$ cat config.mk
export PLATFORM = sky130hd
export DESIGN_NAME = spi_regw_top
export DESIGN_NICKNAME = d
export VERILOG_FILES = /design/src/rtl/spi_regw_pkg.sv /design/src/rtl/spi_regw_sync.sv /design/src/rtl/spi_regw_frame.sv /design/src/rtl/spi_regw_commit.sv /design/src/rtl/spi_regw_top.sv
export SDC_FILE = /design/constraint.sdc
export NUM_CORES = 1
export LEC_CHECK = 0
export BUFFER_PORTS_ARGS = -buffer_cell sky130_fd_sc_hd__buf_2
export CELL_PAD_IN_SITES_DETAIL_PLACEMENT = 0
export CELL_PAD_IN_SITES_GLOBAL_PLACEMENT = 2
export CORE_MARGIN = 10
export CORE_UTILIZATION = 35
export CTS_BUF_LIST = sky130_fd_sc_hd__clkbuf_16
export DETAILED_ROUTE_END_ITERATION = 12
export GPL_ROUTABILITY_DRIVEN = 0
export GPL_TIMING_DRIVEN = 0
export PLACE_DENSITY = 0.74
export SYNTH_ARGS = -nofsm -noshare
export SYNTH_HDL_FRONTEND = slang
export SYNTH_SLANG_ARGS = --single-unit
$ cat constraint.sdc
create_clock -name clk -period 2.3 [get_ports clk]
set_input_delay 0.115 -clock clk [delete_from_list [all_inputs] [get_ports clk]]
set_output_delay 0.115 -clock clk [all_outputs]
set_load 0.01 [all_outputs]
$ cat src/rtl/spi_regw_pkg.sv
package spi_regw_pkg;

  localparam int FRAME_BITS = 16;
  localparam int ADDR_W     = 4;
  localparam int CMD_W      = 2;
  localparam int DATA_W     = 10;
  localparam int HDR_BITS   = ADDR_W + CMD_W;
  localparam int CNT_W      = $clog2(FRAME_BITS) + 1;
  localparam int VOL_N      = 4;
  localparam int NV_N       = 12;
  localparam int VOL_IDX_W  = $clog2(VOL_N);
  localparam int NV_IDX_W   = $clog2(NV_N);

  localparam logic [CMD_W-1:0] CMD_WRITE = 2'b00;

  typedef logic [ADDR_W-1:0] addr_t;
  typedef logic [DATA_W-1:0] data_t;

  typedef struct packed {
    addr_t addr;
    data_t data;
  } wr_req_t;

  function automatic logic is_volatile(input addr_t a);
    return (a == 4'h0) || (a == 4'h1) || (a == 4'h4) || (a == 4'h5);
  endfunction

  function automatic logic [VOL_IDX_W-1:0] vol_index(input addr_t a);
    return {a[2], a[0]};
  endfunction

  function automatic logic [NV_IDX_W-1:0] nv_index(input addr_t a);
    return (a < 4'h4) ? NV_IDX_W'(a - 4'h2) : NV_IDX_W'(a - 4'h4);
  endfunction

endpackage

$ cat src/rtl/spi_regw_sync.sv
module spi_regw_sync #(
  parameter int             W       = 3,
  parameter int             STAGES  = 2,
  parameter logic [W-1:0]   RST_VAL = '0
) (
  input  logic         clk,
  input  logic         rst_n,
  input  logic [W-1:0] d_i,
  output logic [W-1:0] q_o
);

  logic [W-1:0] stage_q [STAGES];

  always_ff @(posedge clk or negedge rst_n) begin
    if (!rst_n) begin
      for (int s = 0; s < STAGES; s++) stage_q[s] <= RST_VAL;
    end else begin
      stage_q[0] <= d_i;
      for (int s = 1; s < STAGES; s++) stage_q[s] <= stage_q[s-1];
    end
  end

  assign q_o = stage_q[STAGES-1];

endmodule

$ cat src/rtl/spi_regw_frame.sv
module spi_regw_frame
  import spi_regw_pkg::*;
(
  input  logic    clk,
  input  logic    rst_n,
  input  logic    sck_rise,
  input  logic    sck_fall,
  input  logic    cs_act,
  input  logic    cs_rise,
  input  logic    sdi,
  input  logic    busy_i,
  output logic    vol_we_o,
  output wr_req_t vol_req_o,
  output logic    nv_start_o,
  output wr_req_t nv_req_o,
  output logic    sdo_o
);

  localparam logic [CNT_W-1:0] CNT_HDR  = CNT_W'(HDR_BITS - 1);
  localparam logic [CNT_W-1:0] CNT_LAST = CNT_W'(FRAME_BITS - 1);
  localparam logic [CNT_W-1:0] CNT_FULL = CNT_W'(FRAME_BITS);
  localparam logic [CNT_W-1:0] CNT_SAT  = '1;

  logic [FRAME_BITS-1:0] sh_q, sh_d, sh_in;
  logic [CNT_W-1:0]      cnt_q, cnt_d;
  logic                  err_q, err_d;
  logic                  pend_q, pend_d;
  logic                  sdo_q, sdo_d;
  wr_req_t               req_q, req_d;
  addr_t                 hdr_addr;
  logic [CMD_W-1:0]      hdr_cmd;
  logic                  hdr_ok;

  always_comb begin
    sh_in     = {sh_q[FRAME_BITS-2:0], sdi};
    hdr_addr  = sh_in[HDR_BITS-1 -: ADDR_W];
    hdr_cmd   = sh_in[CMD_W-1:0];
    hdr_ok    = (hdr_cmd == CMD_WRITE) && (is_volatile(hdr_addr) || !busy_i);
    vol_req_o = '{addr: sh_in[FRAME_BITS-1 -: ADDR_W], data: sh_in[DATA_W-1:0]};

    sh_d       = sh_q;
    cnt_d      = cnt_q;
    err_d      = err_q;
    pend_d     = pend_q;
    req_d      = req_q;
    sdo_d      = sdo_q;
    vol_we_o   = 1'b0;
    nv_start_o = 1'b0;

    if (cs_rise) begin
      nv_start_o = pend_q && !err_q && (cnt_q == CNT_FULL);
      cnt_d      = '0;
      err_d      = 1'b0;
      pend_d     = 1'b0;
      sdo_d      = 1'b1;
    end else if (cs_act && sck_rise) begin
      sh_d  = sh_in;
      cnt_d = (cnt_q == CNT_SAT) ? cnt_q : cnt_q + 1'b1;
      if ((cnt_q == CNT_HDR) && !hdr_ok) err_d = 1'b1;
      if ((cnt_q == CNT_LAST) && !err_q) begin
        if (is_volatile(vol_req_o.addr)) begin
          vol_we_o = 1'b1;
        end else begin
          pend_d = 1'b1;
          req_d  = vol_req_o;
        end
      end
      if ((cnt_q >= CNT_FULL) && pend_q) begin
        err_d  = 1'b1;
        pend_d = 1'b0;
      end
    end else if (cs_act && sck_fall) begin
      sdo_d = ~err_q;
    end
  end

  always_ff @(posedge clk or negedge rst_n) begin
    if (!rst_n) begin
      sh_q   <= '0;
      cnt_q  <= '0;
      err_q  <= 1'b0;
      pend_q <= 1'b0;
      req_q  <= '0;
      sdo_q  <= 1'b1;
    end else begin
      sh_q   <= sh_d;
      cnt_q  <= cnt_d;
      err_q  <= err_d;
      pend_q <= pend_d;
      req_q  <= req_d;
      sdo_q  <= sdo_d;
    end
  end

  assign nv_req_o = req_q;
  assign sdo_o    = sdo_q;

  AST_ERR_STICKY: assert property (@(posedge clk) disable iff (!rst_n)
    err_q && !cs_rise |=> err_q) else $error("error flag cleared early");

  AST_NO_PEND_WITH_ERR: assert property (@(posedge clk) disable iff (!rst_n)
    err_q |-> !pend_q) else $error("pending commit survived an error");

endmodule

$ cat src/rtl/spi_regw_commit.sv
module spi_regw_commit
  import spi_regw_pkg::*;
#(
  parameter int COMMIT_CYCLES = 5000
) (
  input  logic    clk,
  input  logic    rst_n,
  input  logic    start_i,
  input  wr_req_t req_i,
  output logic    busy_o,
  output logic    we_o,
  output wr_req_t we_req_o
);

  localparam int TW = $clog2(COMMIT_CYCLES + 1);
  localparam logic [TW-1:0] T_LOAD = TW'(COMMIT_CYCLES - 1);

  logic          busy_q, busy_d;
  logic [TW-1:0] tmr_q, tmr_d;
  wr_req_t       req_q, req_d;

  always_comb begin
    busy_d = busy_q;
    tmr_d  = tmr_q;
    req_d  = req_q;
    we_o   = 1'b0;
    if (start_i) begin
      busy_d = 1'b1;
      tmr_d  = T_LOAD;
      req_d  = req_i;
    end else if (busy_q) begin
      if (tmr_q == '0) begin
        busy_d = 1'b0;
        we_o   = 1'b1;
      end else begin
        tmr_d = tmr_q - 1'b1;
      end
    end
  end

  always_ff @(posedge clk or negedge rst_n) begin
    if (!rst_n) begin
      busy_q <= 1'b0;
      tmr_q  <= '0;
      req_q  <= '0;
    end else begin
      busy_q <= busy_d;
      tmr_q  <= tmr_d;
      req_q  <= req_d;
    end
  end

  assign busy_o   = busy_q;
  assign we_req_o = req_q;

  AST_NO_RESTART: assert property (@(posedge clk) disable iff (!rst_n)
    start_i |-> !busy_q) else $error("commit started while busy");

endmodule

$ cat src/rtl/spi_regw_top.sv
module spi_regw_top
  import spi_regw_pkg::*;
#(
  parameter int COMMIT_CYCLES = 5000,
  parameter int SYNC_STAGES   = 2
) (
  input  logic                    clk,
  input  logic                    rst_n,
  input  logic                    spi_sck,
  input  logic                    spi_cs_n,
  input  logic                    spi_sdi,
  output logic                    spi_sdo,
  output logic                    nv_busy,
  output logic [VOL_N*DATA_W-1:0] vol_regs_o,
  output logic [NV_N*DATA_W-1:0]  nv_regs_o
);

  logic [2:0] pins_s;
  logic       csn_s, sck_s, sdi_s;
  logic       csn_d_q, sck_d_q;
  logic       sck_rise, sck_fall, cs_rise;
  logic       vol_we, nv_start, nv_we;
  wr_req_t    vol_req, nv_req, nv_we_req;

  spi_regw_sync #(.W(3), .STAGES(SYNC_STAGES), .RST_VAL(3'b100)) u_sync (
    .clk   (clk),
    .rst_n (rst_n),
    .d_i   ({spi_cs_n, spi_sck, spi_sdi}),
    .q_o   (pins_s)
  );

  assign {csn_s, sck_s, sdi_s} = pins_s;

  always_ff @(posedge clk or negedge rst_n) begin
    if (!rst_n) begin
      csn_d_q <= 1'b1;
      sck_d_q <= 1'b0;
    end else begin
      csn_d_q <= csn_s;
      sck_d_q <= sck_s;
    end
  end

  assign sck_rise = sck_s & ~sck_d_q;
  assign sck_fall = ~sck_s & sck_d_q;
  assign cs_rise  = csn_s & ~csn_d_q;

  spi_regw_frame u_frame (
    .clk        (clk),
    .rst_n      (rst_n),
    .sck_rise   (sck_rise),
    .sck_fall   (sck_fall),
    .cs_act     (~csn_s),
    .cs_rise    (cs_rise),
    .sdi        (sdi_s),
    .busy_i     (nv_busy),
    .vol_we_o   (vol_we),
    .vol_req_o  (vol_req),
    .nv_start_o (nv_start),
    .nv_req_o   (nv_req),
    .sdo_o      (spi_sdo)
  );

  spi_regw_commit #(.COMMIT_CYCLES(COMMIT_CYCLES)) u_commit (
    .clk      (clk),
    .rst_n    (rst_n),
    .start_i  (nv_start),
    .req_i    (nv_req),
    .busy_o   (nv_busy),
    .we_o     (nv_we),
    .we_req_o (nv_we_req)
  );

  for (genvar v = 0; v < VOL_N; v++) begin : g_vol
    data_t q;
    logic  en;
    assign en = vol_we && (vol_index(vol_req.addr) == VOL_IDX_W'(v));
    always_ff @(posedge clk or negedge rst_n) begin
      if (!rst_n)  q <= '0;
      else if (en) q <= vol_req.data;
    end
    assign vol_regs_o[v*DATA_W +: DATA_W] = q;
  end

  for (genvar n = 0; n < NV_N; n++) begin : g_nv
    data_t q;
    logic  en;
    assign en = nv_we && (nv_index(nv_we_req.addr) == NV_IDX_W'(n));
    always_ff @(posedge clk or negedge rst_n) begin
      if (!rst_n)  q <= '0;
      else if (en) q <= nv_we_req.data;
    end
    assign nv_regs_o[n*DATA_W +: DATA_W] = q;
  end

  AST_COMMIT_ON_CS: assert property (@(posedge clk) disable iff (!rst_n)
    nv_start |-> cs_rise) else $error("commit without chip-select release");

  AST_BUSY_AFTER_START: assert property (@(posedge clk) disable iff (!rst_n)
    nv_start |=> nv_busy) else $error("busy not raised by commit");

  AST_STORE_WHILE_BUSY: assert property (@(posedge clk) disable iff (!rst_n)
    nv_we |-> nv_busy) else $error("store written outside commit");

  AST_VOL_ADDR_ONLY: assert property (@(posedge clk) disable iff (!rst_n)
    vol_we |-> is_volatile(vol_req.addr)) else $error("volatile write to other address");

endmodule

== Word-level counts from Yosys, hierarchy flattened ==
Index checks and enable logic that the tools add are counted.

* Logic and storage cells: 157
* Flip-flop bits (word level): 233
* Output and inout bits: 162
* Input bits: 5

* Add/subtract/negate cells: 4
* Equality and inequality tests: 28
* Order comparisons: 2
* Bitwise operators: 10
* Reductions and logical operators: 52
* Mux-type cells: 30

{| class="wikitable"
|+ Operators with widths
! operator !! count
|-
| 13-bit 2-to-1 mux || 3
|-
| 4-bit by 3-bit equality test with 1-bit output (second input constant) || 8
|-
| 1-bit logical AND || 24
|-
| 1-bit 2-to-1 mux || 23
|-
| 4-bit equality test (second input constant) || 4
|-
| 5-bit 2-to-1 mux || 3
|-
| 13-bit zero test || 1
|-
| 13-bit by 1-bit subtractor with 13-bit output (second input constant) || 1
|-
| 4-bit by 1-bit equality test with 1-bit output (second input constant) || 3
|-
| 4-bit zero test || 3
|-
| 5-bit equality test (second input constant) || 2
|-
| 2-bit AND reduction || 5
|-
| 4-bit by 2-bit equality test with 1-bit output (second input constant) || 2
|-
| 1-bit logical OR || 7
|-
| 1-bit NOT || 7
|-
| 2-bit != test (second input constant) || 3
|-
| 2-bit nonzero test || 3
|-
| 3-bit nonzero test || 2
|-
| 5-bit by 1-bit adder with 5-bit output (second input constant) || 1
|-
| 5-bit by 3-bit equality test with 1-bit output (second input constant) || 1
|-
| 5-bit by 4-bit equality test with 1-bit output (second input constant) || 1
|-
| 5-bit >= comparator (second input constant) || 1
|-
| 2-bit equality test (second input constant) || 2
|-
| 2-bit zero test || 2
|-
| 10 further kinds || 14
|}

== Longest topological paths before layout ==
Gate-level depths: netlist of the first run.

* Depth after elaboration: 12
* Gate-level depth with buffers: 8
* Mapped depth without buffers: 7

== Modules after synthesis ==
Synthesis of the first run repeated with hierarchy kept, for this count alone.

* Cell total of the unflattened synthesis: 630
* Area total of the unflattened synthesis: 9510.4 um^2

{| class="wikitable"
|+ Modules (own cells, without submodules)
! module !! cells an instance !! area each (um^2) !! seq. area each (um^2) !! instances
|-
| spi_regw_top || 380 || 6208.5 || 4055.1 || 1
|-
| spi_regw_frame || 131 || 1765.4 || 927.1 || 1
|-
| spi_regw_commit || 110 || 1361.3 || 700.7 || 1
|-
| spi_regw_sync || 9 || 175.2 || 152.6 || 1
|}

== Least setup slack after synthesis of the first run ==
Ideal clock, no wire load.

* Path kind: register to register
* From: reg u_commit.req_q, in the netlist u_commit.we_req_o[12]
* To: reg g_nv[7].q[0]
* Cell stages (with the launch flop): 9
* Clock period less this slack: 2.229 ns
* Required time: 2.172 ns
* Slack: 0.071 ns
* Data arrival time: 2.102 ns
* Buffers on the path: 2
* Library setup time: 0.128 ns
* Path through: dfrtp_1 -> inv_1 -> ha_1 -> clkbuf_1 -> xnor2_1 -> nor4_4 -> and3_1 -> buf_2 -> mux2_1

* Longest elaborated chain between the ends: 4
* Elaborated cells between the ends (all ways): 6
* Those cells by class: add/sub: 2; order compare: 1; eq/ne: 1; mux: 1; reduce/logical: 1

{| class="wikitable"
|+ Ends and longest elaborated chain
! item !! RTL line !! source
|-
| from (decl) || spi_regw_commit.sv:20 || <nowiki>wr_req_t req_q, req_d;</nowiki>
|-
| from (signal assigned) || spi_regw_commit.sv:49 || <nowiki>req_q <= req_d;</nowiki>
|-
| 4-bit by 3-bit subtractor with 4-bit output, or another cell as far along || spi_regw_pkg.sv:33 || <nowiki>return (a < 4'h4) ? NV_IDX_W'(a - 4'h2) : NV_IDX_W'(a - 4'h4);</nowiki>
|-
| 4-bit 2-to-1 mux (*) || spi_regw_pkg.sv:33 ||
|-
| 4-bit by 3-bit equality test with 1-bit output (*) || spi_regw_top.sv:88 || <nowiki>assign en = nv_we && (nv_index(nv_we_req.addr) == NV_IDX_W'(n));</nowiki>
|-
| 1-bit logical AND (*) || spi_regw_top.sv:88 ||
|-
| to (signal assigned) || spi_regw_top.sv:91 || <nowiki>else if (en) q <= nv_we_req.data;</nowiki>
|-
| to (decl) || spi_regw_top.sv:86 || <nowiki>data_t q;</nowiki>
|}

Mark *: on every way between the ends. The rest lies on a longest branch, timed or not.
A chain may end at the register's enable or synchronous reset.

== Worst setup path after layout of the first run ==
* From: reg u_commit.tmr_q[9]
* To: reg g_nv[7].q[9]

* Longest elaborated chain between the ends: 5

{| class="wikitable"
|+ Ends and longest elaborated chain
! item !! RTL line !! source
|-
| from (decl) || spi_regw_commit.sv:19 || <nowiki>logic [TW-1:0] tmr_q, tmr_d;</nowiki>
|-
| from (signal assigned) || spi_regw_commit.sv:48 || <nowiki>tmr_q <= tmr_d;</nowiki>
|-
| 13-bit zero test || spi_regw_commit.sv:32 || <nowiki>if (tmr_q == '0) begin</nowiki>
|-
| 1-bit 2-to-1 mux || spi_regw_commit.sv:32 ||
|-
| 1-bit 2-to-1 mux || spi_regw_commit.sv:31 || <nowiki>end else if (busy_q) begin</nowiki>
|-
| 1-bit 2-to-1 mux || spi_regw_commit.sv:27 || <nowiki>if (start_i) begin</nowiki>
|-
| 1-bit logical AND || spi_regw_top.sv:88 ||
|}

Every way passes these cells.

==> results of run 1 <==
==> flip-flops by register name, summed over array words and instances, names as in the netlist, 3 cells and up <==
signal             flops
u_commit.we_req_o     14
u_commit.tmr_q        13
g_vol.q               40
u_frame.nv_req_o      14
u_sync.q_o             3
u_frame.cnt_q          5
u_frame.sh_q          15
g_nv.q               120
u_sync.stage_q         3
==> per-layer routing <==
metal,GRT usage,wire (um)
met5,0,0
met2,0.221,11100
met4,0.0288,386
met1,0.194,12000
met3,0.0408,1940
==> cell usage in the layout (no fill, tap or decap), types with 3 or more instances in the layout <==
cell type	n
dlygate4sd3_1	4
nand3_1	6
or4_1	4
nand2_1	46
mux2i_1	4
xor2_1	4
o21ai_1	4
mux2_2	73
clkinv_1	5
mux2_1	79
a31oi_1	4
o31ai_1	6
inv_2	3
nor4_4	4
dfstp_2	4
dfrtp_1	227
nor3_1	3
clkinv_2	5
ha_1	6
nand3_4	22
a21oi_1	3
clkbuf_2	4
buf_6	4
buf_12	6
bufinv_16	3
mux2_4	37
clkbuf_1	14
buf_4	24
o21ai_0	4
clkbuf_16	27
nor2_1	6
nand2b_1	5
inv_1	15
buf_2	167
==> timing repair <==
| item | CTS | global route |
|---|---|---|
| hold buffers | 4 | 0 |
| setup buffers | 13 | 15 |
| cloned | 9 | 7 |
| endpoints found under the setup margin | 190 | 157 |
| endpoints found under the hold margin | 113 | 0 |
| resized for setup | 33 | 61 |
| pin swaps | 11 | 7 |
==> per-stage QoR <==
step	hold WS, ns	utilization	instances	total power [mW]
finish	0.244	0.464	1230	8.46
global placement	0.221	0.400	1138	4.60
CTS	0.225	0.446	1208	8.56
floorplan	-0.181	-	631	4.43
global route	0.247	0.464	1230	8.78
detailed placement	0.221	0.401	1139	4.62
==> layout make-up <==
class,instances,share of cell area
clock inverters,20,0.0137
repair buffers,204,0.103
plain buffers,25,0.0109
multi-input cells,369,0.313
inverters,13,0.00393
clock buffers,25,0.0504
flip-flops and latches,233,0.471
well taps,341,0.0344
==> cells by family after synthesis <==
family,synth area share
AOI/OAI and AO/OA,0.0289
xor gates and xnor gates,0.00650
adders and majority gates,0.0119
buffers and inverters,0.0175
DFF,0.619
muxes,0.230
and+or+nand+nor,0.0860
==> worst min-delay path by stage <==
stage	startpoint	end	slack, ns
6_report	rst_n	g_nv[5].q[0]	0.24
5_1_grt	spi_sdi	u_sync.stage_q[3]	0.25
4_1_cts	spi_sck	u_sync.stage_q[4]	0.23
3_5_place_dp	spi_cs_n	u_sync.stage_q[5]	0.22
3_3_place_gp	spi_cs_n	u_sync.stage_q[5]	0.22
2_1_floorplan	rst_n	g_nv[0].q[0]	-0.18
==> power by group <==
group          leakage [nW]  switching, mW  total, mW  internal, mW
Sequential             3.21          0.154       4.33          4.18
Clock                 0.413           1.61       3.92          2.31
Combinational          3.05          0.120      0.213        0.0926
Total                  6.67           1.88       8.46          6.58
==> critical path, delay by kind of cell, from the launching register on <==
| family | cells | cell delay (ns) |
|---|---|---|
| simple gates | 2 | 0.76 |
| flops | 1 | 0.43 |
| buf+inv | 3 | 0.41 |
| mux | 1 | 0.33 |
| compound gates | 1 | 0.27 |
==> out/results.tsv, run 1 <==
metric	value	unit
setup TNS	-0.605	ns
syn_area_per_cell	14.9	um^2
vias in the first global route	6253	
later-pin clock latency in the skew report	0.51	ns
FF-to-FF End	g_nv[7].q[9]	
top post-synthesis cells by count	dfrtp_1, mux2_1, mux2_2, nand2_1, clkbuf_1	
Routed Antenna Nets	0	
hold crit path type	in -> async	
final setup fails	30	
Worst R2R Path Depth	7	
FF-to-FF setup slack	-0.04	ns
startpoint types	flip-flop	
Synth cell types	56	
RSZ-0062 raised after global routing	true	
largest net degree at the start of global routing	124	
global route overflow	0	
Lkg Pwr	6.67	nW
register area share after synthesis	0.619	
die height	184	um
Tmin final	2.34	ns
WL final	25.4	mm
post-synthesis instance total	631	
IO Port Bufs	166	
Post-DP HPWL	16.1	mm
core area	26700	um^2
max_cap viols	0	
DRT Pass-1 Iters	4	
n_diodes	0	
Area growth syn-to-layout	31.6	%
fin area	12400	um^2
final slew viol count	0	
ratio of cells with drive above 1 in the final layout	0.463	
post-place setup slack	-0.272	ns
die width	184	um
Post-Syn Area	9430	um^2
Arr. time, crit path	2.72	ns
crit end category	flip-flop	
fillcell total	2468	
most common flop cell mapped by yosys	dfrtp_1	
final hold violation count	0	
Worst Skew	0.0120	ns
Cell Area, Placed	10700	um^2
Longest Clk Path Bufs	3	
vias per inst	4.94	
Slowest-stage cell, CP	or4_4	
Critical Path RT	2.68	ns
Worst-Margin Slew	0.871	ns
Initial Util	0.353	
via count	6078	
Max stage delay on crit path	0.56	ns
maximum resistive drop on vdd	0.409	mV
cts bufs inserted	25	
YS warnings	0	
Root Buffer	clkbuf_16	
# nets final	885	
I/O Pins	167	
wire per inst	20.6	um
pwr/cell area	682	nW/um^2
Clock Sinks	233	
Synth Register Bits	233	
Die ar.	33900	um^2
# DRC	0	
site row count	60	
fin crit share	1.02	
largest area contributor in the netlist	dfrtp_1	
main area contributors after synthesis	dfrtp_1, mux2_1, mux2_2, nand3_4, nand2_1	
count leader, synth	dfrtp_1	
CTS tree	built	
path type of the worst setup path	reg -> reg	
Post-synth EDFFs	0	
initial DRC count	395	
initial antenna violation count	0	
crit-path max FO	5	
depth of the CTS H-tree	1	
share of Yosys cell area claimed by the top area cell type	0.608	
CP startpoint	u_commit.tmr_q[9]	
Achievable Freq	427	MHz
headroom to the max-slew limit	0.419	
worst-path cell chain	or4_4 > a211oi_4 > buf_12 > buf_4 > and3_4 > buf_6 > mux2_1	
area of the multi-input gates	3880	um^2
launch point of the worst reg-to-reg path	u_commit.tmr_q[9]	
Setup WS post-layout	-0.0400	ns
Reg clk slew, reported paths	0.06	ns
FFs w/ async S/R, synth	1.00	
first-pass GRT wire length	38.1	mm
FF/Latch Area	5840	um^2
gr usage total	0.142	
Syn Nets	645	
failing checks	negative setup slack	
status	complete, but fails checks	
Critical Path End	g_nv[7].q[9]	
Note: power is estimated with default switching activity, not from simulation.
==> run 2, diff against run 1 <==
--- a/config.mk
+++ b/config.mk
@@ -15,6 +15,7 @@
 export GPL_ROUTABILITY_DRIVEN = 0
 export GPL_TIMING_DRIVEN = 0
 export PLACE_DENSITY = 0.74
+export SKIP_CTS_REPAIR_TIMING = 1
 export SYNTH_ARGS = -nofsm -noshare
 export SYNTH_HDL_FRONTEND = slang
 export SYNTH_SLANG_ARGS = --single-unit
==> constraint.sdc (replaced) <==
create_clock -name clk -period 2.3 [get_ports clk]
set_input_delay 0.46 -clock clk [delete_from_list [all_inputs] [get_ports clk]]
set_output_delay 0.46 -clock clk [all_outputs]
set_load 0.01 [all_outputs]
==> run 2 against run 1 <==
The run now ends clean. Flip-flop and latch count unchanged. Global-route usage decreased by 0.91 points. Critical path depth decreased by 1. Count of clock-buffer cells in the layout unchanged. Final cell count decreased by 1.3%. Power decreased by 0.16%. Final area decreased by 2.6%. Clock power about the same. Critical endpoint is now g_nv[10].q[7]. Largest cell class unchanged.
==> out/results.tsv, run 2 (synthesized netlist as in run 1, its figures left out) <==
metric	value	unit	change
setup TNS	0	ns	+0.605 ns
ratio of cells with drive above 1 in the final layout	0.425		-0.0385
fillcell total	2489		+0.85%
Largest regs	g_nv.q: 120 flops, g_vol.q: 40 flops, u_frame.sh_q: 15 flops		
FF/Latch Area	5840	um^2	about the same
hold slack	0.00180	ns	-0.242 ns
n_diodes	0		unchanged
pwr/cell area	699	nW/um^2	+2.5%
Cell Area, Placed	10700	um^2	unchanged
status	finished, final reports clean		
Routed Antenna Nets	0		unchanged
placed cells	1139		unchanged
path type of the worst setup path	reg -> reg		
final setup fails	0		-100%
Lkg Pwr	6.48	nW	-2.9%
Clock Sinks	233		unchanged
Die ar.	33900	um^2	unchanged
Tmin final	2.26	ns	-0.0753 ns
WL final	24.8	mm	-2.2%
M2 GR Usage	0.205		-0.0158
most frequent cells in the layout	dfrtp_1, buf_2, mux2_1, mux2_2, nand2_1		
Critical Path RT	2.69	ns	about the same
depth of the CTS H-tree	1		unchanged
Longest Clk Path Bufs	3		unchanged
GR met3 Demand/Resource	0.0384		-0.00236
Initial Util	0.353		unchanged
gr busiest metal	met2		
Root Buffer	clkbuf_16		
I/O Pins	167		unchanged
# DRC	0		unchanged
Worst R2R Path Depth	6		-1
crit-path max FO	13		+8
Reg clk slew, reported paths	0.06	ns	about the same
site row count	60		unchanged
Worst-Margin Slew	0.860	ns	-0.0113 ns
vias per inst	4.87		-1.4%
maximum resistive drop on vdd	0.436	mV	+6.7%
startpoint types	flip-flop		
fin area	12100	um^2	-2.6%
area of the multi-input gates	3730	um^2	-3.8%
hold crit path type	in -> async		
die width	184	um	unchanged
DRT Pass-1 Iters	4		unchanged
FF-to-FF setup slack	0.04	ns	+0.08 ns
Area growth syn-to-layout	28.2	%	
cts bufs inserted	25		unchanged
Most flops, register	g_nv.q		
Achievable Freq	442	MHz	+3.3%
gr usage total	0.133		-0.00911
launch point of the worst reg-to-reg path	u_commit.tmr_q[8]		
Arr. time, crit path	2.65	ns	-0.07 ns
via count	5916		-2.7%
first-pass GRT wire length	36.1	mm	-5.2%
met1 Use GR	0.182		-0.0117
largest net degree at the start of global routing	124		unchanged
Largest register FFs	120		unchanged
initial antenna violation count	0		unchanged
final non-filler cell total	1214		-1.3%
die height	184	um	unchanged
max_cap viols	0		unchanged
wire per inst	20.5	um	-0.91%
global route overflow	0		unchanged
vias in the first global route	5985		-4.3%
# nets final	869		-1.8%
headroom to the max-slew limit	0.427		+0.00754
fin crit share	0.985		-0.0327
later-pin clock latency in the skew report	0.51	ns	about the same
most common library cell in the layout ignoring fill and taps	dfrtp_1		
RSZ-0062 raised after global routing	true		
CTS tree	built		
initial DRC count	357		-9.6%
final slew viol count	0		unchanged
Post-DP HPWL	16.1	mm	unchanged
final hold violation count	0		unchanged
core area	26700	um^2	unchanged
FF-to-FF End	g_nv[10].q[7]		
crit end category	flip-flop		
Worst Skew	0.0129	ns	+0.000909 ns
IO Port Bufs	166		unchanged
## run 2: changes by cell type in the layout (fill, tap and decap cells not counted), moves of 2 or more
cell	change
mux2_1	+29
clkbuf_4	+2
buf_4	-8
mux2_4	-29
dlygate4sd3_1	-4
## run 2: worst max-delay path by stage
stage | from | endpoint | slack, ns | cells past startpoint
after floorplan | u_commit.we_req_o[12] | g_nv[7].q[0] | 0.07 | 8
after global placement | rst_n | g_vol[0].q[5] | -3.48 | 1
after detailed placement | u_commit.we_req_o[12] | g_nv[7].q[2] | -0.27 | 8
after CTS | u_commit.we_req_o[12] | g_nv[7].q[9] | -0.30 | 8
after global routing | u_commit.tmr_q[8] | g_nv[10].q[7] | -0.04 | 6
final | u_commit.tmr_q[8] | g_nv[10].q[7] | 0.04 | 6
## run 2: metal layers
layer,part of all wire,vias to the layer above
met5,0,-
met1,0.48,2995
met4,0.014,0
li1,-,2732
met2,0.44,160
met3,0.068,29
## run 2: worst max-delay path, cell delays in order, from the launching register on
cell	delay, ns
dfrtp_2	0.44
or4_4	0.61
a211oi_4	0.18
buf_6	0.16
buf_12	0.20
nand3_4	0.18
mux2_1	0.36
## run 2: per-stage QoR
stage,utilization,power (mW),setup slack (ns)
4_1_cts,0.431,8.55,-0.297
3_3_place_gp,0.400,4.60,-3.48
3_5_place_dp,0.401,4.62,-0.272
6_report,0.452,8.45,0.0353
2_1_floorplan,-,4.43,0.0709
5_1_grt,0.452,8.77,-0.0362
## run 2: report_power, final
group	switching, mW	internal (mW)
sequential	0.157	4.18
combinational	0.117	0.0816
clock	1.61	2.31
## run 2: cell type report
class / instances / share of cell area
plain buffers: 25 / 0.0112
inverters: 13 / 0.00404
well taps: 341 / 0.0353
repair buffers: 189 / 0.0917
clock buffers: 25 / 0.0518
clock inverters: 20 / 0.0141
flip-flops and latches: 233 / 0.483
multi-input cells: 368 / 0.309
==> run 3, diff against run 2 <==
==> constraint.sdc (replaced) <==
create_clock -name clk -period 1.9 [get_ports clk]
set_input_delay 0.38 -clock clk [delete_from_list [all_inputs] [get_ports clk]]
set_output_delay 0.38 -clock clk [all_outputs]
set_load 0.01 [all_outputs]
==> run 3 against run 2 <==
The flow now finishes with violations (negative setup slack). Non-clock buffer count rose by 18. Combinational power rose by 47%. Sequential share of layout area fell by 3.3 points.
==> out/results.tsv, run 3 (synthesized netlist as in run 1, its figures left out) <==
metric	value	unit	change
final hold violation count	0		unchanged
Tmin final	2.23	ns	-0.0394 ns
Post-DP HPWL	16.0	mm	-0.19%
ratio of cells with drive above 1 in the final layout	0.559		+0.134
Routed Antenna Nets	0		unchanged
largest net degree at the start of global routing	108		-13%
Clock Sinks	233		unchanged
pwr/cell area	776	nW/um^2	+11%
Reg clk slew, reported paths	0.06	ns	about the same
die width	184	um	unchanged
WL final	25.9	mm	+4.2%
Max stage delay on crit path	0.58	ns	-0.03 ns
worst-path cell chain	or4_4 > a211oi_4 > buf_6 > clkbuf_16 > nand3_4 > mux2_4		
DRT Pass-1 Iters	4		unchanged
site row count	60		unchanged
Setup WS post-layout	-0.325	ns	-0.361 ns
hold slack	0.297	ns	+0.295 ns
Root Buffer	clkbuf_16		
first-pass GRT wire length	36.4	mm	+0.71%
final setup fails	164		+164
fin area	13000	um^2	+7.3%
# DRC	0		unchanged
most common library cell in the layout ignoring fill and taps	dfrtp_1		
Worst-Margin Slew	0.820	ns	-0.0400 ns
Total Power	10.1	mW	+19%
path type of the worst setup path	reg -> reg		
gr usage total	0.134		+0.000427
most frequent cells in the layout	dfrtp_1, buf_2, mux2_4, nand2_1, mux2_2		
RSZ-0062 raised after global routing	true		
maximum resistive drop on vdd	0.696	mV	+60%
Die ar.	33900	um^2	unchanged
Initial Util	0.353		unchanged
headroom to the max-slew limit	0.453		+0.0267
depth of the CTS H-tree	1		unchanged
via count	5981		+1.1%
Longest Clk Path Bufs	3		unchanged
failing checks	negative setup slack		
Achievable Freq	449	MHz	+1.8%
IO Port Bufs	166		unchanged
vias in the first global route	6090		+1.8%
later-pin clock latency in the skew report	0.52	ns	about the same
Lkg Pwr	6.90	nW	+6.5%
die height	184	um	unchanged
Critical Path RT	2.29	ns	-0.40 ns
n_diodes	0		unchanged
startpoint types	flip-flop		
cts bufs inserted	27		+8.0%
core area	26700	um^2	unchanged
crit end category	flip-flop		
CTS tree	built		
Arr. time, crit path	2.62	ns	-0.03 ns
status	complete, but fails checks		
Slowest-stage cell, CP	or4_4		
vias per inst	4.85		-0.46%
Most flops, register	g_nv.q		
hold crit path type	in -> async		
initial DRC count	280		-22%
wire per inst	21.0	um	+2.6%
I/O Pins	167		unchanged
initial antenna violation count	0		unchanged
post-place setup slack	-0.551	ns	-0.279 ns
Worst Skew	0.0125	ns	-0.000430 ns
final slew viol count	0		unchanged
max_cap viols	0		unchanged
Largest regs	g_nv.q: 120 flops, g_vol.q: 40 flops, u_frame.sh_q: 15 flops		
crit-path max FO	7		-6
fin crit share	1.17		+0.187
Largest register FFs	120		unchanged
# nets final	891		+2.5%
Area growth syn-to-layout	37.5	%	
global route overflow	0		unchanged
Cell Area, Placed	11000	um^2	+2.2%
run 3: cell types whose count changed in the layout (fill, tap and decap cells not counted), sizes merged:
cell,previous run,this run
dlygate4sd3,0,4
clkinvlp,0,3
clkinv,12,8
nand3,28,30
bufinv,3,0
inv,18,19
buf,194,210
run 3: critical path: cells and delay by family (launching register included):
kind / cells / cell delay [ns]
compound gates: 1 / 0.23
simple gates: 2 / 0.74
buf+inv: 2 / 0.36
mux: 1 / 0.34
flops: 1 / 0.42
run 3: area by class of cell:
type                            instances  area [um^2]
Clock buffer                           27          676
Fill cell                            2376        13800
Multi-Input combinational cell        370         4380
Timing Repair Buffer                  208         1340
Inverter                               13         48.8
Clock inverter                         17         82.6
Buffer                                 24          179
Tap cell                              341          427
Sequential cell                       233         5840
run 3: path summary, 6_finish.rpt:
check	from	end	slack (ns)	cells after the start
hold reg to reg	u_sync.stage_q[3]	u_sync.q_o[0]	0.35	0
hold / removal	rst_n	g_nv[1].q[6]	0.30	2
max in group asynchronous	rst_n	csn_d_q	0.34	4
setup reg to reg	u_commit.tmr_q[9]	g_nv[5].q[7]	-0.33	6
setup / recovery	u_commit.tmr_q[9]	g_nv[5].q[7]	-0.33	6
min in group clk	u_sync.stage_q[3]	u_sync.q_o[0]	0.35	0
run 3: power by group:
| part | leakage, nW | switching, mW | internal [mW] |
|---|---|---|---|
| combinational | 3.31 | 0.154 | 0.139 |
| clock | 0.385 | 1.96 | 2.55 |
| sequential | 3.21 | 0.196 | 5.06 |
| total | 6.90 | 2.31 | 7.75 |
run 3: stage by stage:
stage,std cells,util,TNS (ns)
3_3_place_gp,1138,0.408,-935.33
2_1_floorplan,631,-,-23.58
3_5_place_dp,1140,0.410,-68.41
5_1_grt,1233,0.485,-48.31
6_report,1233,0.485,-35.83
4_1_cts,1184,0.438,-71.21
run 3: per-layer routing:
layer	vias to the layer above	global-route usage	routed length, um
li1	2772	-	-
met1	3015	0.185	12200
met2	160	0.206	11700
met3	34	0.0364	1440
met4	0	0.0259	510
met5	-	0	0
